### src/rtl/swpio_pkg.sv
// Shared constants and the phase type of the output-write command handler.
// Assumes a byte-oriented bit engine below it.
package swpio_pkg;
    typedef enum logic [2:0] {
        PH_CMD  = 3'd0,
        PH_DATA = 3'd1,
        PH_INV  = 3'd2,
        PH_ACK  = 3'd3,
        PH_STAT = 3'd4,
        PH_MUTE = 3'd5
    } swp_phase_e;

    localparam logic [7:0] CMD_OUT_WRITE = 8'h5A;
    localparam logic [7:0] ACK_BYTE      = 8'hAA;
    localparam logic [7:0] IDLE_BYTE     = 8'hFF;
endpackage

### src/rtl/swpio_cmd_fsm.sv
// Phase sequencer: decodes the command, holds the output byte and checks its
// complement, and steps through acknowledge and status. It emits a commit
// strobe for the latches and a sample strobe for the status capture.
// Assumes that rx_valid, tx_msb and bus_rst are single-cycle pulses.
module swpio_cmd_fsm
    import swpio_pkg::*;
(
    input  logic       clk,
    input  logic       rst_n,
    input  logic       bus_rst,
    input  logic       rx_valid,
    input  logic [7:0] rx_byte,
    input  logic       tx_msb,
    output swp_phase_e phase_q,
    output logic [7:0] data_q,
    output logic       commit,
    output logic       sample
);
    swp_phase_e phase_d;
    logic       pair_ok;

    // Complement test of the second byte against the held output byte.
    assign pair_ok = (rx_byte == ~data_q);
    assign commit  = (phase_q == PH_INV) && rx_valid && pair_ok && !bus_rst;
    assign sample  = (phase_q == PH_ACK) && tx_msb && !bus_rst;

    // Next-phase selection; a bus reset overrides every phase.
    always_comb begin
        phase_d = phase_q;
        case (phase_q)
            PH_CMD:  if (rx_valid) phase_d = (rx_byte == CMD_OUT_WRITE) ? PH_DATA : PH_MUTE;
            PH_DATA: if (rx_valid) phase_d = PH_INV;
            PH_INV:  if (rx_valid) phase_d = pair_ok ? PH_ACK : PH_MUTE;
            PH_ACK:  if (tx_msb)   phase_d = PH_STAT;
            PH_STAT: if (tx_msb)   phase_d = PH_DATA;
            default: phase_d = phase_q;
        endcase
        if (bus_rst) phase_d = PH_CMD;
    end

    // Phase register.
    always_ff @(posedge clk) begin
        if (!rst_n) phase_q <= PH_CMD;
        else        phase_q <= phase_d;
    end

    // Hold the first byte of each pair.
    always_ff @(posedge clk) begin
        if (!rst_n)                                       data_q <= IDLE_BYTE;
        else if (phase_q == PH_DATA && rx_valid && !bus_rst) data_q <= rx_byte;
    end
endmodule

### src/rtl/swpio_out_latch.sv
// Output latch bank, one flop per channel. It loads on commit and returns to 1
// (pulldown off) on system reset only. Assumes NUM_CH <= 8.
module swpio_out_latch #(
    parameter int NUM_CH = 2
) (
    input  logic              clk,
    input  logic              rst_n,
    input  logic              commit,
    input  logic [7:0]        new_byte,
    output logic [NUM_CH-1:0] latch_q
);
    for (genvar ch = 0; ch < NUM_CH; ch++) begin : g_ch
        // Per-channel latch: load the matching bit of the accepted byte.
        always_ff @(posedge clk) begin
            if (!rst_n)      latch_q[ch] <= 1'b1;
            else if (commit) latch_q[ch] <= new_byte[ch];
        end
    end
endmodule

### src/rtl/swpio_status_cap.sv
// Status capture: on sample it stores {pin, latch} pairs per channel in the low
// nibble and their complement in the high nibble. Assumes NUM_CH <= 2.
module swpio_status_cap #(
    parameter int NUM_CH = 2
) (
    input  logic              clk,
    input  logic              rst_n,
    input  logic              sample,
    input  logic [NUM_CH-1:0] pin_lvl,
    input  logic [NUM_CH-1:0] latch_lvl,
    output logic [7:0]        status_q
);
    localparam int NIB = 4;
    logic [NIB-1:0] low;

    // Interleave the pin level and the latch state for each channel.
    always_comb begin
        low = '0;
        for (int ch = 0; ch < NUM_CH; ch++) begin
            low[2*ch]     = pin_lvl[ch];
            low[2*ch + 1] = latch_lvl[ch];
        end
    end

    // Status register with a self-checking upper nibble.
    always_ff @(posedge clk) begin
        if (!rst_n)      status_q <= 8'h0F;
        else if (sample) status_q <= {~low, low};
    end
endmodule

### src/rtl/swpio_write_ctrl.sv
// Top of the output-write command handler. It ties the sequencer, latch bank
// and status capture together and selects the byte offered to the bit engine.
// Assumes that the bit engine loads tx_byte whenever it needs the next byte.
module swpio_write_ctrl
    import swpio_pkg::*;
#(
    parameter int NUM_CH = 2
) (
    input  logic              clk,
    input  logic              rst_n,
    input  logic              bus_rst,
    input  logic              rx_valid,
    input  logic [7:0]        rx_byte,
    input  logic              tx_msb,
    input  logic [NUM_CH-1:0] pin_i,
    output logic              tx_en,
    output logic [7:0]        tx_byte,
    output logic [NUM_CH-1:0] latch_o
);
    swp_phase_e phase_q;
    logic [7:0] data_q;
    logic [7:0] status_q;
    logic       commit;
    logic       sample;

    swpio_cmd_fsm u_fsm (
        .clk(clk), .rst_n(rst_n), .bus_rst(bus_rst), .rx_valid(rx_valid),
        .rx_byte(rx_byte), .tx_msb(tx_msb), .phase_q(phase_q), .data_q(data_q),
        .commit(commit), .sample(sample)
    );

    swpio_out_latch #(.NUM_CH(NUM_CH)) u_latch (
        .clk(clk), .rst_n(rst_n), .commit(commit), .new_byte(data_q), .latch_q(latch_o)
    );

    swpio_status_cap #(.NUM_CH(NUM_CH)) u_stat (
        .clk(clk), .rst_n(rst_n), .sample(sample), .pin_lvl(pin_i),
        .latch_lvl(latch_o), .status_q(status_q)
    );

    // Transmit selection: acknowledge, then status, otherwise a released line.
    always_comb begin
        tx_en   = 1'b0;
        tx_byte = IDLE_BYTE;
        if (phase_q == PH_ACK) begin
            tx_en   = 1'b1;
            tx_byte = ACK_BYTE;
        end else if (phase_q == PH_STAT) begin
            tx_en   = 1'b1;
            tx_byte = status_q;
        end
    end
endmodule

### config.mk
export PLATFORM = sky130hd
export DESIGN_NAME = swpio_write_ctrl
export DESIGN_NICKNAME = d
export VERILOG_FILES = /design/src/rtl/swpio_pkg.sv /design/src/rtl/swpio_cmd_fsm.sv /design/src/rtl/swpio_out_latch.sv /design/src/rtl/swpio_status_cap.sv /design/src/rtl/swpio_write_ctrl.sv
export SDC_FILE = /design/constraint.sdc
export NUM_CORES = 1
export LEC_CHECK = 0
export BUFFER_PORTS_ARGS = -buffer_cell sky130_fd_sc_hd__buf_4
export CAP_MARGIN = 20
export CORE_MARGIN = 2
export CORE_UTILIZATION = 50
export CTS_BUF_LIST = sky130_fd_sc_hd__clkbuf_4 sky130_fd_sc_hd__clkbuf_8 sky130_fd_sc_hd__clkbuf_16
export DETAILED_ROUTE_END_ITERATION = 6
export HOLD_SLACK_MARGIN = 0.15
export PLACE_DENSITY_LB_ADDON = 0.25
export SETUP_SLACK_MARGIN = 0.3
export SLEW_MARGIN = 40
export SYNTH_ARGS = -nofsm -noshare
export SYNTH_HDL_FRONTEND = slang
export SYNTH_SLANG_ARGS = --single-unit
### constraint.sdc
create_clock -name clk -period 3.65 [get_ports clk]
set_clock_uncertainty 0.1 [all_clocks]
set_input_delay 0.5475 -clock clk [delete_from_list [all_inputs] [get_ports clk]]
set_output_delay 0.5475 -clock clk [all_outputs]
set_load 0.02 [all_outputs]
==> results, run 1 <==
- The flow ran to the end, and the final reports show no timing, DRC or antenna violations.
- The final setup violation count is 0.
- The filler cell count in the final layout is 199.
- For the worst flop-to-flop path, the logic depth is 4.
- The tree is rooted in a sky130_fd_sc_hd__clkbuf_4.
- Synthesis handed over a netlist of 123 instances.
- The startpoint identified for the worst register-to-register timing path is u_fsm.phase_q[1].
- The minimum hold slack is 356 ps.
- Traced cell by cell, the critical path runs through nor2_1 -> nand2_1 -> or2_2 -> buf_4.
- The number of nets in the synthesized netlist is 138.
- The post-route antenna net violation count is 0.
- After synthesis, flip-flops and latches occupy 36.6% of the total area.
- The number of I/O port buffers is 25.
- The via count of the first global-routing pass is 926.
- The die area is 2700 sq um.
- The total number of nets in the final design is 163.
- The startpoint type of the worst setup path is a flop.
- After Yosys synthesis, full adders, half adders and majority gates account for 0% of the synthesized area.
- Of the total synthesized cell area, the portion taken by AND, OR, NAND and NOR gates is 30.6%.
- Pin placement for this block handled 26 I/O pins.
- The most used flip-flop cell after synthesis is sky130_fd_sc_hd__dfxtp_1.
- After synthesis, the largest family of logic cells by area is simple AND/OR/NAND/NOR gates.
- At the worst endpoint, the arrival time is 1670 ps.
- The start point of the worst min-delay path is u_stat.status_q[2].
- The share of synthesized area in the top cell type comes to 36.6%.
- For this design the ratio of total power to cell area is 297 nW/um^2.
- The initial antenna violation count is 0.
- The count of hold buffers inserted by post-cts repair is 0.
- The final critical-path required period is 2310 ps.
- The unique cell type count in the Yosys netlist is 40.
- The multiplexer share of the synthesized area is 8.71%.
- The worst setup path category is reg2out.
- Ranked by instance count, the synthesized netlist is headed by sky130_fd_sc_hd__dfxtp_1, sky130_fd_sc_hd__nand2_1, sky130_fd_sc_hd__mux2i_1.
- The total power after layout is 408 uW.
- TritonCTS built the clock tree.
- Across the VDD grid, the largest voltage drop is 0.256 mV.
- Buffers inserted during clock tree synthesis total 3.
- The number of cells upsized or downsized after cts is 0.
- STA classifies the critical path endpoint as an output port.
- The proportion of register bits with asynchronous set or reset after synthesis is 0%.
- Summing every instance area after synthesis gives 1150 sq um.
- The die is 52.0 microns tall.
- The number of hold violations in the final report is 0.
- The global-route wire length before repair is 3950 microns.
- The finished layout holds 175 standard cells, fillers aside.
- The sum of net half-perimeters after detailed placement is 1680 microns.
- The initial utilization of the core area, before any placement, comes to 52.5%.
- Yosys mapped a number of flops with a built-in enable equal to 0.
- The compound-gate portion of the synthesized area is 15.3%.
- The number of max-slew violations in the final report came to 0.
- In the routed layout, each cell is associated on average with a via count of 5.47.
- The mean post-synth cell area is 9.35 sq um.
- The maximum operating frequency is 432 MHz.
- In this run the deepest clock path goes through 2 buffers.
- The most common cell in the synthesized netlist is sky130_fd_sc_hd__dfxtp_1.
- The reg-to-reg endpoint is u_stat.status_q[4].
- For this design, the slowest cell found on the critical path is sky130_fd_sc_hd__dfxtp_1.
- The setup total negative slack is 0 ps.
- Post-CTS timing repair inserted 0 buffers for setup.
- Of all nets on the critical path, the largest fanout is 15.
- Clock tree synthesis found a total of 21 sinks.
- After synthesis the netlist holds a flip-flop and latch count of 21.
- Summing all multi-input logic gate instances after layout gives 698 sq um.
- The length of the first detailed-routing pass in iterations is 4.
- The horizontal die dimension is 52.0 microns.
- Measured against its own limit, the worst slew margin works out to 60.5%.
- The first routing iteration left 4 violations.
- For this run, the number of Yosys warnings is 0.
- Summing all flip-flop and latch instances after layout gives 420 sq um.
- The period utilization is 63.4%.
- Ranked by total cell area, the synthesized netlist is headed by sky130_fd_sc_hd__dfxtp_1, sky130_fd_sc_hd__mux2i_1, sky130_fd_sc_hd__xor2_1.
- The worst hold path stage count is 2.
- The clock slew at the register clock pins of the worst setup and hold paths is 130 ps.
- Global routing finished with a remaining overflow of 0.
- The core box area is 2190 sq um.
- Setup repair after global routing left no endpoint under its margin.
- The worst hold path terminates at u_stat.status_q[2].
- Cells with a size suffix above 1 make up 29.3% of the layout.
- The total routed wirelength is 2230 microns.
- After detailed routing, the number of remaining DRC violations is 0.
- The row count is 17.
- In the final routed layout, each cell accounts on average for 12.7 microns.
- For the worst-skew pair, the clock arrives at the later sink with an insertion delay of 300 ps.
- Detailed routing inserted a total of 958 vias.
- 0 antenna diodes ended up in the layout.
- The post-synthesis cell type with the largest combined area is sky130_fd_sc_hd__dfxtp_1.
- The xor and xnor fraction of the mapped netlist area is 6.09%.
- The peak per-stage delay on the critical path is 520 ps.
- The required arrival time at the worst endpoint is 3000 ps.
- The reg2reg setup slack is 1910 ps.
- The transition time at the pin with the least slew margin is 591 ps.
- At the end of routability-driven placement, the weighted congestion stood at 0.758.
- Global routing consumed, over all layers together, 19.2% of the routing resources.
- The signed area change from the synthesized netlist to the final layout is 19.4%.
- Entering global routing, the biggest net connects 22 pins.
- The tightest min-delay check is of the reg2reg type.
- CTS built an H-tree with a depth of 1.
- The number of max-cap violations is 0.
- For this design the static power due to leakage is 0.595 nW.
- Once placement completed, the tool counted placed cells totaling 171.
[critical path, delay by kind of cell (launching register included)]
family                 cells  cell delay [ps]
and+or+nand+nor            3              690
DFF                        1              520
buffers and inverters      1              160
[state kept, by name, summed over array words and instances (netlist names)]
signal / flops
u_fsm.data_q: 8
u_stat.status_q: 8
u_fsm.phase_q: 3
u_latch.latch_q: 2
[placed cells by master (no fill, tap or decap), types with 2 or more instances in the layout]
master,synthesis,final
sky130_fd_sc_hd__and4b_1,2,2
sky130_fd_sc_hd__nand2b_1,2,2
sky130_fd_sc_hd__o21ai_0,4,4
sky130_fd_sc_hd__o21a_1,8,8
sky130_fd_sc_hd__nor4b_1,2,2
sky130_fd_sc_hd__nor2b_1,6,6
sky130_fd_sc_hd__dfxtp_1,21,21
sky130_fd_sc_hd__mux2i_1,10,10
sky130_fd_sc_hd__clkbuf_4,0,3
sky130_fd_sc_hd__nor2_1,8,8
sky130_fd_sc_hd__xor2_1,8,8
sky130_fd_sc_hd__and2_0,3,3
sky130_fd_sc_hd__a21oi_1,2,2
sky130_fd_sc_hd__buf_4,2,25
sky130_fd_sc_hd__nand3_1,2,2
sky130_fd_sc_hd__or2_2,4,4
sky130_fd_sc_hd__nand2_1,14,14
[routing by layer]
metal / track usage (%) / vias to the layer above / part of all wire [%]
li1: - / 482 / -
met1: 25.2 / 453 / 48
met5: 0 / - / 0
met3: 3.45 / 2 / 3.7
met2: 31.9 / 21 / 48
met4: 5.26 / 0 / 0.58
[worst max-delay path by stage]
stage | from | end | slack [ps] | depth (start not counted)
floorplan | u_fsm.phase_q[0] | tx_byte[1] | 1910 | 4
global placement | u_fsm.phase_q[0] | tx_byte[5] | 1720 | 4
detailed placement | u_fsm.phase_q[0] | tx_byte[5] | 1680 | 4
CTS | u_fsm.phase_q[0] | tx_byte[5] | 1320 | 4
global route | u_fsm.phase_q[0] | tx_byte[2] | 1190 | 4
finish | u_fsm.phase_q[0] | tx_byte[5] | 1340 | 4
[report_power, final]
group,total [mW],switching [mW],internal (mW)
Clock,0.112,0.0712,0.0408
Sequential,0.238,0.00620,0.232
Combinational,0.0581,0.0286,0.0295
[cell type report]
cell class                      count  share of cell area [%]
Multi-Input combinational cell     96                    50.9
Sequential cell                    21                    30.6
Timing Repair Buffer               25                    13.7
Tap cell                           28                    2.55
Clock buffer                        3                    1.64
Clock inverter                      1                   0.365
Inverter                            1                   0.273
[cell families (layout without fill, tap and decap cells)]
| logic type | count (synthesis) | count (layout) |
|---|---|---|
| and+or+nand+nor | 54 | 54 |
| AOI/OAI and AO/OA | 24 | 24 |
| DFF | 21 | 21 |
| muxes | 10 | 10 |
| xor gates and xnor gates | 8 | 8 |
| buffers and inverters | 6 | 30 |
[stage by stage]
step | cell area, sq um | util, % | setup WS (ps)
2_1_floorplan | 1150 | - | 1910
3_3_place_gp | 1350 | 61.4 | 1720
3_5_place_dp | 1350 | 61.4 | 1680
4_1_cts | 1370 | 62.6 | 1320
5_1_grt | 1370 | 62.6 | 1190
6_report | 1370 | 62.6 | 1340
(Power assumes the default switching activity.)
==> run 2: changes to the inputs <==
- ABC_AREA: default -> 1
- clock period: 3.65 -> 2.15 ns (I/O delays scaled with it)
==> run 2 against run 1 <==
  * Setup slack got worse by 990 ps
  * Clock power rose by 73%
  * Power rose by 78%
  * Combinational power rose by 120%
  * Sequential power rose by 70%
  * Critical endpoint is now tx_byte[7]
==> results, run 2 <==
- The final routed wire length divided by cell count is 10.5 microns.
- The number of nets produced by synthesis is 189.
- The synthesized netlist occupies a cell area of 1110 sq um.
- The power per unit of standard cell area is 511 nW/um^2.
- The layout cell share with drive strength beyond 1 is 21.3%.
- In the global route stage, met3 resource usage came out at 2.63%.
- The transition time at the pin with the least slew margin is 381 ps.
- The kind of cell with the highest combined delay along the critical path is simple AND/OR/NAND/NOR gates.
- The number of top-level pins is 26.
- The register area share after synthesis is 38.0%.
- The via count of the first global-routing pass is 1023.
- Setup violations remaining at the end of the flow were counted as 0.
- During synthesis, Yosys emitted a total of 0 warnings.
- The signal on the critical path passes through nor2_2 -> nand2_2 -> or2_2 -> buf_4.
- The sequential share of power is 55.8%.
- The first TritonRoute pass finished after 4 iterations.
- The arrival time of data at the critical path endpoint is 1380 ps.
- The nature of the critical path endpoint is an output port.
- The floorplan has 17 rows.
- The startpoint type of the worst setup path is a flop.
- The reg-to-reg endpoint is u_fsm.data_q[2].
- The layout has 214 filler cells.
- The mean post-synth cell area is 6.36 sq um.
- In this run the tool buffered the top-level ports with 25 buffer cells.
- The capturing element of the worst setup path is tx_byte[7].
- The master of the slowest instance on the critical path is sky130_fd_sc_hd__dfxtp_2.
- Yosys mapped the design onto 22 distinct sky130hd cell types.
- The number of max-cap violations is 0.
- Entering global routing, the biggest net connects 18 pins.
- The global routing met2 resource utilization is 36.4%.
- The setup path with the least slack is of type reg2out.
- The number of DRC markers in iteration 0 is 17.
- The switching part of the total is 27.7%.
- The deepest clock path buffer count is 2.
- The share of total power in the clock network is 26.8%.
- The cell at the root of the clock tree is sky130_fd_sc_hd__clkbuf_4.
- The worst register-to-register path begins at u_fsm.phase_q[0].
- The worst register-to-register path has a setup slack of 620 ps.
- The number of hold violations in the final report was 0.
- The final critical-path required period is 1810 ps.
- For this run, global-route usage on met1 was measured as 25.1%.
- Counting flops with a built-in enable in the synthesized netlist gives 0.
- The number of max-slew violations in the final report was 0.
- The period utilization is 84.0%.
- The commonest cells after synthesis are sky130_fd_sc_hd__nand2_1, sky130_fd_sc_hd__inv_1, sky130_fd_sc_hd__nor2_1, sky130_fd_sc_hd__dfxtp_1, sky130_fd_sc_hd__nand3_1.
- The maximum VDD drop is 0.360 mV.
- The normalized max-slew margin is 74.5%.
- The global routing stage identified its most utilized layer as met2.
- The internal power is 525 uW.
- The min-delay analysis places its worst path in the category in2reg.
- The depth of the CTS H-tree is 1.
- The clock net in this run drives a total of 21 sinks.
- The most frequent standard cell in the layout excluding fill and tap cells is sky130_fd_sc_hd__nand2_1.
- The critical path crosses 4 cells after its start point.
- In this design, the stage delay of the slowest critical-path cell is 370 ps.
- The required arrival time at the worst endpoint is 1730 ps.
- The initial antenna violation count came to 0.
- The core box area is 2150 sq um.
- The total number of nets in the final design is 223.
- The post-synthesis cell type with the largest combined area is sky130_fd_sc_hd__dfxtp_1.
- Once detailed placement completed, the half-perimeter wirelength came to 1890 microns.
- Summed over all failing endpoints, the final setup total negative slack is 0 ps.
- The post-route antenna net violation count is 0.
- The dominant synthesized flop cell is sky130_fd_sc_hd__dfxtp_1.
- The signed area change from the synthesized netlist to the final layout is 28.4%.
- The launch point of the worst path is u_fsm.phase_q[1].
- At the later pin of the worst-skew pair, clock insertion delay measures 300 ps.
- The count of antenna diodes in the layout is 0.
- Sorting the synthesized cells by area gives the leading types as sky130_fd_sc_hd__dfxtp_1, sky130_fd_sc_hd__nand2_1, sky130_fd_sc_hd__inv_1.
- Of the post-synthesis cell area, the dominant cell type holds 38.0%.
- The horizontal die dimension is 51.0 microns.
- The global-route wire length before repair is 4080 microns.
- Summed over all cells, the static leakage comes to 0.758 nW.
- The minimum hold slack is 190 ps.
- Setup repair after global routing could not meet its margin everywhere.
- TritonCTS built the clock tree.
- The initial core utilization is 51.5%.
- The maximum operating frequency is 554 MHz.
- Dividing the detail-routed via count by the number of cells gives 4.97.
- The largest fanout on the critical path is 6.
- The die area is 2600 sq um.
- Leaving out fill and tap cells, the most frequent cells in the layout are sky130_fd_sc_hd__nand2_1, sky130_fd_sc_hd__inv_1, sky130_fd_sc_hd__buf_4.
- Global routing consumed, over all layers together, 20.6% of the routing resources.
- The largest registers in the layout are u_fsm.data_q x8, u_stat.status_q x8, u_fsm.phase_q x3.
- The library cell with the highest instance count after synthesis is sky130_fd_sc_hd__nand2_1.
- The total routed wirelength is 2460 microns.
- The proportion of register bits with asynchronous set or reset after synthesis is 0%.
- The final estimated routing congestion in global placement is 0.835.
- Counting both buffers and inverters, the worst setup path holds a total of 1.
- The synthesized design contains 21 register bits.
- The clock buffer count from CTS is 3.
- The switching power summed over all nets is 201 uW.
- The residual overflow from global routing is 0.
- Counting every instance in the synthesized netlist gives 174.
- The die outline height is 51.0 microns.
- The cell count of the worst reg-to-reg path is 8.
- The proportion of power drawn by combinational gates is 17.5%.
- The number of vias in the routed layout is 1168.
- After clock tree synthesis, the clock-pin slew on the worst setup and hold paths is 120 ps.
- The worst hold path stage count is 4.
- The total DRC errors in the routed layout is 0.
- The run finished with clean final reports.
-- run 2: power by group through the flow --
stage	Combinational [mW]	Clock (mW)	Sequential, mW
after floorplan	0.0691	0	0.411
after global placement	0.112	0	0.412
after detailed placement	0.115	0	0.412
after CTS	0.125	0.203	0.404
after global routing	0.143	0.213	0.405
final	0.127	0.194	0.404
-- run 2: how the worst min path moves through the flow --
stage                          to          startpoint
3_5_place_dp   u_stat.status_q[5]  u_stat.status_q[5]
3_3_place_gp   u_stat.status_q[4]  u_stat.status_q[4]
4_1_cts          u_fsm.phase_q[1]             bus_rst
5_1_grt        u_stat.status_q[3]               rst_n
6_report         u_fsm.phase_q[1]             bus_rst
2_1_floorplan  u_stat.status_q[4]  u_stat.status_q[4]
-- run 2: final cells by class --
class	count	area, sq um	area share [%]
well taps	28	35.0	2.47
clock inverters	1	7.51	0.529
multi-input cells	122	573	40.4
inverters	28	105	7.40
repair buffers	32	255	18.0
flip-flops and latches	21	422	29.7
clock buffers	3	22.5	1.59
-- run 2: metal layers --
| metal | wire length (microns) | up-vias |
|---|---|---|
| li1 | - | 604 |
| met4 | 14 | 0 |
| met3 | 111 | 2 |
| met1 | 1070 | 534 |
| met2 | 1260 | 28 |
| met5 | 0 | - |
-- run 2: logic make-up after synthesis --
| family | after synthesis | share of synthesized area [%] |
|---|---|---|
| AND/OR/NAND/NOR | 102 | 41.1 |
| flip-flops | 21 | 38.0 |
| AO/OA/AOI/OAI | 20 | 10.3 |
| buffers and inverters | 31 | 10.6 |
-- run 2: repair_timing --
| action | 4_1_cts | 5_1_grt |
|---|---|---|
| buffers inserted | 0 | 1 |
| pin swaps | 0 | 1 |
| gates resized for setup | 2 | 1 |
| endpoints found under the setup margin | 2 | 5 |
| endpoints found under the hold margin | 6 | 0 |
| hold buffers | 6 | 0 |
-- run 2: through the flow --
step           worst slack [ps]  area (sq um)  cells  power, mW  utilization [%]
2_1_floorplan               697          1110    174      0.480                -
3_3_place_gp                620          1320    224      0.523             61.3
3_5_place_dp                603          1320    224      0.527             61.3
4_1_cts                     329          1410    234      0.732             65.7
5_1_grt                     293          1420    235      0.762             66.1
6_report                    345          1420    235      0.725             66.1
-- run 2: worst register-to-register path, cell delays in order, from the launching register on --
cell	delay, ps
sky130_fd_sc_hd__dfxtp_1	420
sky130_fd_sc_hd__inv_1	70
sky130_fd_sc_hd__nor2_1	90
sky130_fd_sc_hd__inv_1	50
sky130_fd_sc_hd__nor2_1	130
sky130_fd_sc_hd__nand2_1	260
sky130_fd_sc_hd__inv_1	230
sky130_fd_sc_hd__nand2_1	70
sky130_fd_sc_hd__nand3_1	70
